$ cat config.mk
export PLATFORM = sky130hd
export DESIGN_NAME = boothMul
export DESIGN_NICKNAME = d
export VERILOG_FILES = /design/src/rtl/boothMulPkg.sv /design/src/rtl/boothMulCtrl.sv /design/src/rtl/boothMulDatapath.sv /design/src/rtl/boothMul.sv
export SDC_FILE = /design/constraint.sdc
export NUM_CORES = 1
export LEC_CHECK = 0
export ABC_AREA = 0
export ABC_CLOCK_PERIOD_IN_PS = 6300
export BUFFER_PORTS_ARGS = -buffer_cell sky130_fd_sc_hd__buf_2
export CAP_MARGIN = 30
export CORE_UTILIZATION = 45
export CTS_CLUSTER_SIZE = 30
export DETAILED_ROUTE_END_ITERATION = 10
export PLACE_DENSITY = 0.62
export SYNTH_ARGS = -nofsm -noshare
export SYNTH_HDL_FRONTEND = slang
export SYNTH_SLANG_ARGS = --single-unit
$ cat constraint.sdc
create_clock -name clk -period 6.3 [get_ports clk]
set_clock_uncertainty 0.1 [all_clocks]
set_input_delay 0.945 -clock clk [delete_from_list [all_inputs] [get_ports clk]]
set_output_delay 0.945 -clock clk [all_outputs]
set_load 0.005 [all_outputs]
$ cat src/rtl/boothMulPkg.sv
package boothMulPkg;
  // Strobes driven by the control FSM into the datapath
  typedef struct packed {
    logic load;   // capture operands, clear accumulator and saved bit
    logic step;   // perform one add/subtract/skip and arithmetic shift
    logic last;   // this step is the final one; write product register
  } boothStrobeT;

  // Action chosen from {multiplier LSB, saved bit}
  typedef enum logic [1:0] {
    ACT_SKIP = 2'b00,
    ACT_ADD  = 2'b01,
    ACT_SUB  = 2'b10
  } boothActT;
endpackage

$ cat src/rtl/boothMulCtrl.sv
module boothMulCtrl
  import boothMulPkg::*;
#(
  parameter int N = 8
) (
  input  logic        clk,
  input  logic        rstN,
  input  logic        start,
  output boothStrobeT strobe,
  output logic        busy,
  output logic        done
);
  localparam int CW = $clog2(N + 1);
  localparam logic [CW-1:0] LAST_IDX = CW'(N - 1);

  typedef enum logic {ST_IDLE, ST_RUN} stateT;

  stateT         state;
  logic [CW-1:0] stepCnt;

  always_comb begin
    strobe.load = (state == ST_IDLE) && start;
    strobe.step = (state == ST_RUN);
    strobe.last = (state == ST_RUN) && (stepCnt == LAST_IDX);
  end

  always_ff @(posedge clk or negedge rstN) begin
    if (!rstN) begin
      state   <= ST_IDLE;
      stepCnt <= '0;
      done    <= 1'b0;
    end else begin
      done <= strobe.last;
      if (strobe.load) begin
        state   <= ST_RUN;
        stepCnt <= '0;
      end else if (strobe.step) begin
        stepCnt <= stepCnt + 1'b1;
        if (strobe.last) state <= ST_IDLE;
      end
    end
  end

  assign busy = (state == ST_RUN);
endmodule

$ cat src/rtl/boothMulDatapath.sv
module boothMulDatapath
  import boothMulPkg::*;
#(
  parameter int N = 8
) (
  input  logic           clk,
  input  logic           rstN,
  input  boothStrobeT    strobe,
  input  logic [N-1:0]   multiplicand,
  input  logic [N-1:0]   multiplier,
  output logic [2*N-1:0] product
);
  localparam int AW = N + 1;  // accumulator width, one guard bit

  logic [AW-1:0]  accReg;
  logic [N-1:0]   mqReg;
  logic           savedBit;
  logic [AW-1:0]  mcandReg;

  boothActT       action;
  logic [AW-1:0]  addend;
  logic [AW-1:0]  sum;
  logic [AW-1:0]  nextAcc;
  logic [N-1:0]   nextMq;

  always_comb begin
    action = boothActT'({mqReg[0], savedBit});
    unique case (action)
      ACT_ADD: addend = mcandReg;
      ACT_SUB: addend = ~mcandReg + 1'b1;
      default: addend = '0;
    endcase
    sum     = accReg + addend;
    nextAcc = {sum[AW-1], sum[AW-1:1]};
    nextMq  = {sum[0], mqReg[N-1:1]};
  end

  always_ff @(posedge clk or negedge rstN) begin
    if (!rstN) begin
      accReg   <= '0;
      mqReg    <= '0;
      savedBit <= 1'b0;
      mcandReg <= '0;
      product  <= '0;
    end else begin
      if (strobe.load) begin
        accReg   <= '0;
        mqReg    <= multiplier;
        savedBit <= 1'b0;
        mcandReg <= {multiplicand[N-1], multiplicand};
      end else if (strobe.step) begin
        accReg   <= nextAcc;
        mqReg    <= nextMq;
        savedBit <= mqReg[0];
        if (strobe.last) product <= {nextAcc[N-1:0], nextMq};
      end
    end
  end
endmodule

$ cat src/rtl/boothMul.sv
module boothMul
  import boothMulPkg::*;
#(
  parameter int N = 8
) (
  input  logic           clk,
  input  logic           rstN,
  input  logic           start,
  input  logic [N-1:0]   multiplicand,
  input  logic [N-1:0]   multiplier,
  output logic           busy,
  output logic           done,
  output logic [2*N-1:0] product
);
  boothStrobeT strobe;

  boothMulCtrl #(.N(N)) u_ctrl (
    .clk    (clk),
    .rstN   (rstN),
    .start  (start),
    .strobe (strobe),
    .busy   (busy),
    .done   (done)
  );

  boothMulDatapath #(.N(N)) u_dp (
    .clk          (clk),
    .rstN         (rstN),
    .strobe       (strobe),
    .multiplicand (multiplicand),
    .multiplier   (multiplier),
    .product      (product)
  );
endmodule

* After elaboration in Yosys (flattened, before gate mapping) *
Index checks and enable logic that the tools add are counted.

word-level totals
  logic and storage cells = 33
  output and inout bits = 18
  register bits after elaboration = 48

cells by class
  eq/ne operators = 3
  $add $sub $neg = 3
  reduce and logical (&&, ||, !) cells = 4
  bitwise operators = 3
  multiplexer cells = 12

operator list
  kind                                           count
  two-way mux 9 bit                              2
  one-hot mux 9 bit (2 select lines)             1
  two-way mux 8 bit                              2
  adder 9 x 1 -> 9 bit, second input constant    1
  adder 9 bit                                    1
  inverter 9 bit                                 1
  two-way mux 4 bit                              2
  two-way mux 1 bit                              5
  adder 4 x 1 -> 4 bit, second input constant    1
  == test 4 x 3 -> 1 bit, second input constant  1
  AND reduction 3 bit                            1
  == test 2 x 1 -> 1 bit, second input constant  1
  == test 2 bit, second input constant           1
  logical AND 1 bit                              2
  inverter 1 bit                                 2
  nonzero test 2 bit                             1

* Logic depth before layout (Yosys ltp) *
Gate-level depths: netlist of run 1.

  depth in word-level cells = 6
  gate-level depth with buffers = 13

* Cells and area by module *
Synthesis of run 1 repeated with hierarchy kept, for this count alone.

second synthesis, totals
  cells, all modules = 255
  area, all modules = 2611.3 sq um

modules (own cells, without submodules)
  module            area an instance (sq um)  sequential area each (sq um)  cells each  instances
  boothMulDatapath  2349.8                    1026.0                        232         1
  boothMulCtrl      261.5                     150.1                         23          1

* Worst setup path after synthesis of run 1 *
Ideal clock, no wire load.

  path type = register to register
  from = register u_dp.mcandReg[0]
  to = register u_dp.accReg[7]
  arrival time = 2706 ps
  path slack = 3414 ps
  setup time = 80 ps
  stages on the path, launching flop included = 13
  path buffers = 0
  clock period less this slack = 2886 ps
  cell sequence = dfrtp_1 -> inv_1 -> ha_1 -> nor2b_1 -> nand2_1 -> a32oi_1 -> nor2_1 -> ha_1 -> a21oi_1 -> o22ai_1 -> o31a_1 -> or4_1 -> o211ai_2

between the ends
  word-level cells in the longest chain between the ends = 6

ends and longest elaborated chain
  what                                  RTL line                text
  from (decl)                           boothMulDatapath.sv:18  logic [AW-1:0] mcandReg;
  from (signal assigned)                boothMulDatapath.sv:50  mcandReg <= {multiplicand[N-1], multiplicand};
  inverter 9 bit                        boothMulDatapath.sv:30  ACT_SUB: addend = ~mcandReg + 1'b1;
  adder 9 x 1 -> 9 bit                  boothMulDatapath.sv:30
  one-hot mux 9 bit (2 select lines) *  boothMulDatapath.sv:28  unique case (action)
  adder 9 bit *                         boothMulDatapath.sv:33  sum = accReg + addend;
  two-way mux 9 bit *                   boothMulDatapath.sv:51  end else if (strobe.step) begin
  two-way mux 9 bit *                   boothMulDatapath.sv:46  if (strobe.load) begin
  to (signal assigned)                  boothMulDatapath.sv:52  accReg <= nextAcc;
  to (decl)                             boothMulDatapath.sv:15  logic [AW-1:0] accReg;

Mark *: on every way between the ends. The rest lies on a longest branch, timed or not. The select of a mux whose other input is x is not followed.
A chain may end at the register's enable or synchronous reset.

* Worst setup path in the final report of run 1 *
Ends and elaborated chain as after synthesis.

==> results.sh, run 1 <==
export IMPL_antenna_violating_nets_left=0
export IMPL_avgRoutedWirePerCell_um=14.3
export IMPL_status="finished clean"
export IMPL_area_growth_synth_to_final_pct=13.9
export IMPL_async_reset_ff_share_pct=100
export IMPL_synth_most_common_cell="sky130_fd_sc_hd__nand2_1"
export IMPL_drt_initial_drc_count=182
export IMPL_antennaDiodeCount=0
export IMPL_final_setup_viol_count=0
export IMPL_postSynthNetCount=293
export IMPL_hold_path_cell_count=2
export IMPL_cp_endpoint="u_dp.accReg[7]"
export IMPL_numCtsBuffers=5
export IMPL_cts_setup_buffers=0
export IMPL_timing_critical_path_to_type="flop"
export IMPL_timing_final_crit_period_ns=3.19
export IMPL_post_synth_most_frequent_cells="sky130_fd_sc_hd__nand2_1, sky130_fd_sc_hd__dfrtp_1, sky130_fd_sc_hd__o21ai_0"
export IMPL_ctsHoldBuffers=0
export IMPL_final_layout_size_suffix_gt1_share_pct=20.2
export IMPL_core_um2=5470
export IMPL_die_h_um=77.2
export IMPL_syn_cell_area_um2=2540
export IMPL_grt_setup_unrepaired="no"
export IMPL_placement_io_buffers=36
export IMPL_postSynthRegisterBits=47
export IMPL_maxSlewViolCount=0
export IMPL_reg2reg_from="u_dp.mcandReg[0]"
export IMPL_report_final_hold_viol_count=0
export IMPL_final_critical_path_setup_slack_ns=3.11
export IMPL_syn_area_per_cell_um2=9.75
export IMPL_cp_start_kind="flop"
export IMPL_synth_distinct_cells=45
export IMPL_worst_slew_pin_transition_ns=0.780
export IMPL_worstPathMaxFanout=7
export IMPL_rr_endpoint="u_dp.accReg[7]"
export IMPL_worst_r2r_cell_count=12
export IMPL_floorplan_die_width_um=77.2
export IMPL_cts_resized=0
export IMPL_fmaxAchievable_mhz=313
export IMPL_global_route_overflow_total=0
export IMPL_fill_cells=510
export IMPL_critical_path_class="reg2reg"
export IMPL_max_slew_margin_rel_pct=47.9
export IMPL_clock_sinks=47
export IMPL_ys_top_cells_by_area="sky130_fd_sc_hd__dfrtp_1, sky130_fd_sc_hd__nand2_1, sky130_fd_sc_hd__ha_1"
export IMPL_setup_tns_final_ns=0
export IMPL_synth_top_area_share_pct=46.2
export IMPL_h_tree_depth=2
export IMPL_cp_arrival_ns=3.32
export IMPL_antenna_found_initial=0
export IMPL_hpwl_um=3750
export IMPL_power_static_leakage_nw=1.44
export IMPL_cts_root_buf="sky130_fd_sc_hd__clkbuf_8"
export IMPL_vias_in_the_first_global_route=1923
export IMPL_power_per_cell_area_nw_per_um2=549
export IMPL_clkLatencyLatePin_ns=0.31
export IMPL_i_o_pins=37
export IMPL_weighted_congestion_reported_at_the_end_of_routability_driven_placement=0.806
export IMPL_cap_violations=0
export IMPL_period_share_pct=50.7
export IMPL_cts_path_max_buffers=2
export IMPL_cell_type_with_the_largest_total_area_after_synthesis="sky130_fd_sc_hd__dfrtp_1"
export IMPL_vdd_ir_drop_max_mv=0.230
export IMPL_initial_utilization_pct=46.5
export IMPL_viasPerCell=5.31
export IMPL_route_vias_total=1958
export IMPL_post_synth_edffs=0
export IMPL_grt_first_pass_wirelength_um=9090
export IMPL_post_route_drc_count=0
export IMPL_synth_main_ff_cell="sky130_fd_sc_hd__dfrtp_1"
export IMPL_place_worst_setup_slack_ns=3.18
export IMPL_drt_pass1_iterations=4
export IMPL_core_rowCount=27
export IMPL_yosys_warnings=0
export IMPL_critical_path_startpoint="u_dp.mcandReg[0]"
export IMPL_layout_nets=328
export IMPL_synth_cells=261
export IMPL_design_die_area_um2=5960
export IMPL_share_of_synthesized_area_occupied_by_flip_flops_and_latches_pct=46.2
export IMPL_clk_pin_slew_worst_paths_ns=0.09
export IMPL_grt_usage_pct=19.4
export IMPL_grt_max_degree=38
export IMPL_required_arrival_time_at_the_worst_endpoint_ns=6.43
export IMPL_tritoncts="yes"
export IMPL_timing_reg2reg_setup_slack_ns=3.11
export IMPL_wirelength_um=5290
export IMPL_worstHoldPathType="reg2reg"
[stage by stage]
stage / instance area (um2) / hold slack [ns] / power [mW] / util, % / std cells
3_3_place_gp: 2790 / 0.355 / 1.40 / 50.9 / 360
5_1_grt: 2900 / 0.404 / 1.74 / 52.9 / 369
3_5_place_dp: 2810 / 0.357 / 1.41 / 51.3 / 361
4_1_cts: 2900 / 0.384 / 1.61 / 52.9 / 369
2_1_floorplan: 2540 / 0.356 / 1.19 / - / 261
6_report: 2900 / 0.380 / 1.59 / 52.9 / 369
[cell families after synthesis]
family                   after synthesis  synth area share [%]
AO/OA/AOI/OAI                         54                  14.2
XOR/XNOR                               8                  3.30
adder cells (fa/ha/maj)               13                  6.69
buffers and inverters                 21                  3.15
flip-flops                            47                  46.2
multiplexers                          21                  8.71
AND/OR/NAND/NOR                       97                  17.8
[cells in the final DEF (no fill, tap or decap), types with 2 or more instances in the layout]
master	synthesis	final
sky130_fd_sc_hd__xnor2_1	4	4
sky130_fd_sc_hd__nor3b_1	2	2
sky130_fd_sc_hd__mux2i_1	12	12
sky130_fd_sc_hd__o22ai_1	2	2
sky130_fd_sc_hd__xor2_1	3	3
sky130_fd_sc_hd__a21oi_1	6	6
sky130_fd_sc_hd__nand2_1	56	56
sky130_fd_sc_hd__nor2b_1	5	5
sky130_fd_sc_hd__clkinv_4	0	2
sky130_fd_sc_hd__inv_1	10	10
sky130_fd_sc_hd__mux2_2	9	9
sky130_fd_sc_hd__o21ai_0	23	23
sky130_fd_sc_hd__clkbuf_8	0	5
sky130_fd_sc_hd__nor2_1	11	11
sky130_fd_sc_hd__a22oi_1	3	3
sky130_fd_sc_hd__nand2b_1	2	2
sky130_fd_sc_hd__a21o_1	4	4
sky130_fd_sc_hd__ha_1	12	12
sky130_fd_sc_hd__dfrtp_1	47	47
sky130_fd_sc_hd__buf_2	1	36
sky130_fd_sc_hd__nor3_1	8	8
sky130_fd_sc_hd__buf_4	0	2
sky130_fd_sc_hd__nand3_1	4	4
sky130_fd_sc_hd__o21a_1	2	2
sky130_fd_sc_hd__a22o_1	3	3
sky130_fd_sc_hd__o31ai_1	2	2
[sequential cells by signal, indices dropped and copies added (netlist names)]
signal / count
u_dp.product: 16
u_dp.accReg: 8
u_dp.mcandReg: 8
u_dp.mqReg: 8
u_ctrl.stepCnt: 4
u_ctrl.busy: 1
u_ctrl.done: 1
u_dp.savedBit: 1
[worst max-delay path, cell delays in order (launching register included)]
cell and delay [ns]:
sky130_fd_sc_hd__dfrtp_1 0.38, sky130_fd_sc_hd__inv_1 0.10, sky130_fd_sc_hd__ha_1 0.21, sky130_fd_sc_hd__nor2b_1 0.25, sky130_fd_sc_hd__nand2_1 0.11, sky130_fd_sc_hd__a32oi_1 0.21
sky130_fd_sc_hd__nor2_1 0.06, sky130_fd_sc_hd__ha_1 0.37, sky130_fd_sc_hd__a21oi_1 0.30, sky130_fd_sc_hd__o22ai_1 0.16, sky130_fd_sc_hd__o31a_1 0.31, sky130_fd_sc_hd__or4_1 0.48
sky130_fd_sc_hd__o211ai_2 0.08
[power by group]
| group | internal, mW | total, mW | switching, mW |
|---|---|---|---|
| clock network | 0.0799 | 0.187 | 0.107 |
| logic | 0.384 | 0.836 | 0.452 |
| registers | 0.453 | 0.567 | 0.114 |
| total | 0.917 | 1.59 | 0.674 |
[routing by layer]
layer  share of wire (%)  routed length [um]  track usage (%)
met2                  45                2380             30.3
met3                 4.9                 257             4.52
met4                 1.7                  88             6.23
met5                   0                   0                0
met1                  48                2560             26.5
[final cells by class]
cell class / instances / area (um2) / share of cell area [%]
tap: 72 / 90.1 / 3.11
sequential: 47 / 1180 / 40.6
timing repair buffer: 39 / 215 / 7.43
clock inverter: 2 / 17.5 / 0.605
clock buffer: 6 / 72.6 / 2.51
multi-input combinational: 193 / 1290 / 44.4
inverter: 10 / 37.5 / 1.30
[how the worst min path moves through the flow]
stage                                 from               end  slack (ns)
after CTS                  u_dp.product[6]   u_dp.product[6]        0.38
after global routing       u_dp.product[4]   u_dp.product[4]        0.40
after floorplan             u_dp.accReg[0]    u_dp.accReg[0]        0.36
after global placement    u_dp.product[10]  u_dp.product[10]        0.36
final                     u_dp.product[13]  u_dp.product[13]        0.38
after detailed placement   u_dp.product[4]   u_dp.product[4]        0.36
Power figures use the tool's default switching activity.
==> inputs of run 2 (changes only) <==
- ABC_AREA: 0 -> 1
- ABC_CLOCK_PERIOD_IN_PS: 6300 -> 2900
- PLACE_DENSITY: 0.62 -> 0.65
- clock period: 6.3 -> 2.9 ns (I/O delays scaled with it)
==> run 2 against run 1 <==
The flow now finishes with violations (hold timing). Cell area is 2.4% lower. Via count is 4.6% higher. Combinational power is 96% higher. Utilization is 1.0 points higher. Critical path type unchanged. Count of clock-buffer cells in the layout stayed put. Global-route usage is 0.63 points lower. Final cell count is 9.8% higher. Die area is 1.9% lower. Critical path depth is 1 higher.
==> results.sh, run 2 <==
export IMPL_tritoncts="yes"
export IMPL_post_dp_cell_area_um2=2730
export IMPL_final_cell_mix="sky130_fd_sc_hd__nand2_1, sky130_fd_sc_hd__dfrtp_1, sky130_fd_sc_hd__buf_2"
export IMPL_final_layout_size_suffix_gt1_share_pct=19.7
export IMPL_async_reset_ff_share_pct=100
export IMPL_synth_distinct_cells=34
export IMPL_cp_start_kind="flop"
export IMPL_top_register="u_dp.product"
export IMPL_grt_max_degree=28
export IMPL_syn_cell_area_um2=2490
export IMPL_violations="hold timing"
export IMPL_final_setup_viol_count=0
export IMPL_avgRoutedWirePerCell_um=12.2
export IMPL_layout_nets=366
export IMPL_layout_cell_area_non_filler_um2=2830
export IMPL_cts_resized=0
export IMPL_hold_worst_slack_ns=-0.00492
export IMPL_drt_initial_drc_count=132
export IMPL_cpMaxStageDelayCell="sky130_fd_sc_hd__fa_1"
export IMPL_fmaxAchievable_mhz=381
export IMPL_post_synth_most_frequent_cells="sky130_fd_sc_hd__nand2_1, sky130_fd_sc_hd__dfrtp_1, sky130_fd_sc_hd__inv_1"
export IMPL_setup_tns_final_ns=0
export IMPL_global_route_overflow_total=0
export IMPL_crit_path_cell_trace="inv_1 -> ha_1 -> inv_1 -> a211oi_1 -> ha_1 -> inv_1 -> fa_1 -> o21ai_2 -> nand3_1 -> nand2_1 -> nand2_1 -> nand3_1 -> nand2_1"
export IMPL_numCtsBuffers=5
export IMPL_reg2reg_from="u_dp.mqReg[0]"
export IMPL_viasPerCell=5.06
export IMPL_h_tree_depth=2
export IMPL_largest_reg_flops=16
export IMPL_timing_final_crit_period_ns=2.62
export IMPL_worstPathMaxFanout=7
export IMPL_status="finished with violations"
export IMPL_weighted_congestion_reported_at_the_end_of_routability_driven_placement=0.856
export IMPL_cts_setup_buffers=0
export IMPL_cp_arrival_ns=2.71
export IMPL_grt_usage_pct=18.8
export IMPL_cap_violations=0
export IMPL_design_die_area_um2=5840
export IMPL_die_h_um=76.4
export IMPL_grt_setup_unrepaired="no"
export IMPL_critical_path_startpoint="u_dp.mqReg[0]"
export IMPL_vdd_ir_drop_max_mv=0.425
export IMPL_power_static_leakage_nw=1.45
export IMPL_cts_root_buf="sky130_fd_sc_hd__clkbuf_8"
export IMPL_floorplan_die_width_um=76.4
export IMPL_clock_sinks=47
export IMPL_worst_path_largest_cell_delay_ns=0.41
export IMPL_max_slew_margin_rel_pct=65.0
export IMPL_post_synth_edffs=0
export IMPL_synth_most_common_cell="sky130_fd_sc_hd__nand2_1"
export IMPL_clkLatencyLatePin_ns=0.30
export IMPL_ctsHoldBuffers=0
export IMPL_cell_type_with_the_largest_total_area_after_synthesis="sky130_fd_sc_hd__dfrtp_1"
export IMPL_cts_path_max_buffers=2
export IMPL_placement_io_buffers=36
export IMPL_i_o_pins=37
export IMPL_synth_top_area_share_pct=47.2
export IMPL_antenna_violating_nets_left=0
export IMPL_initial_utilization_pct=47.6
export IMPL_hpwl_um=3670
export IMPL_critical_path_class="reg2reg"
export IMPL_antenna_found_initial=0
export IMPL_yosys_warnings=0
export IMPL_layout_commonest_cell="sky130_fd_sc_hd__nand2_1"
export IMPL_wirelength_um=4940
export IMPL_post_route_drc_count=0
export IMPL_maxSlewViolCount=0
export IMPL_synth_main_ff_cell="sky130_fd_sc_hd__dfrtp_1"
export IMPL_clk_pin_slew_worst_paths_ns=0.09
export IMPL_worstHoldPathType="in2async"
export IMPL_synth_cells=296
export IMPL_core_um2=5240
export IMPL_ys_top_cells_by_area="sky130_fd_sc_hd__dfrtp_1, sky130_fd_sc_hd__nand2_1, sky130_fd_sc_hd__ha_1"
export IMPL_syn_area_per_cell_um2=8.42
export IMPL_grt_first_pass_wirelength_um=8660
export IMPL_core_rowCount=26
export IMPL_antennaDiodeCount=0
export IMPL_period_share_pct=90.4
export IMPL_report_final_hold_viol_count=8
export IMPL_area_growth_synth_to_final_pct=13.3
export IMPL_drt_pass1_iterations=4
export IMPL_vias_in_the_first_global_route=1861
export IMPL_postSynthNetCount=328
export IMPL_timing_critical_path_to_type="flop"
export IMPL_power_per_cell_area_nw_per_um2=1140
export IMPL_share_of_synthesized_area_occupied_by_flip_flops_and_latches_pct=47.2
export IMPL_required_arrival_time_at_the_worst_endpoint_ns=2.99
export IMPL_worst_slew_pin_transition_ns=0.526
export IMPL_route_vias_total=2048
export IMPL_postSynthRegisterBits=47
## run 2: path summary, 6_finish.rpt
check | to | slack (ns) | cells after the start
max reg2reg | u_dp.accReg[5] | 0.28 | 13
max | u_dp.accReg[5] | 0.28 | 13
max in group asynchronous | u_ctrl.busy | 1.98 | 2
min reg2reg | u_dp.product[12] | 0.38 | 2
min | u_dp.product[1] | -0.005 | 1
min in group clk | u_dp.mcandReg[6] | 0.23 | 3
## run 2: final cells by class
class                           instances  area [um2]
Multi-Input combinational cell        204        1120
Clock buffer                            6        82.6
Clock inverter                          2        16.3
Tap cell                               70        87.6
Inverter                               38         145
Timing Repair Buffer                   38         195
Sequential cell                        47        1180
Fill cell                             510        2410
## run 2: through the flow
step / instances / setup slack, ns / util [%] / total power [mW] / hold WS (ns)
2_1_floorplan: 296 / 0.543 / - / 2.42 / 0.0394
3_5_place_dp: 397 / 0.281 / 52.1 / 2.83 / 0.340
6_report: 405 / 0.279 / 54.0 / 3.23 / -0.00492
4_1_cts: 405 / 0.273 / 54.0 / 3.26 / 0.0153
3_3_place_gp: 397 / 0.355 / 52.1 / 2.80 / 0.337
5_1_grt: 405 / 0.0398 / 54.0 / 3.56 / 0.0180
## run 2: kinds of logic (layout without fill, tap and decap cells)
kind of cell | Yosys count | after routing | synth area share [%]
DFF | 47 | 47 | 47.2
AOI/OAI and AO/OA | 58 | 58 | 15.0
muxes | 1 | 1 | 0.401
xor gates and xnor gates | 3 | 3 | 1.05
and+or+nand+nor | 129 | 129 | 21.8
adders and majority gates | 13 | 13 | 6.82
buffers and inverters | 45 | 84 | 7.78
## run 2: power breakdown
group | switching, mW | internal (mW)
Combinational | 0.995 | 0.640
Sequential | 0.203 | 0.971
Clock | 0.223 | 0.195
## run 2: routing by layer
layer  global-route usage, %  wire (um)  up-vias
met5                       0          0        -
met4                    5.19         53        0
met3                    4.07        238        6
met2                    31.0       2210       53
met1                    24.8       2440      942
li1                        -          -     1047
## run 2: critical path, delay by kind of cell, from the launching register on
kind	cells	cell delay, ns
adders and majority gates	3	0.91
AOI/OAI and AO/OA	2	0.50
DFF	1	0.39
and+or+nand+nor	5	0.38
buffers and inverters	3	0.25
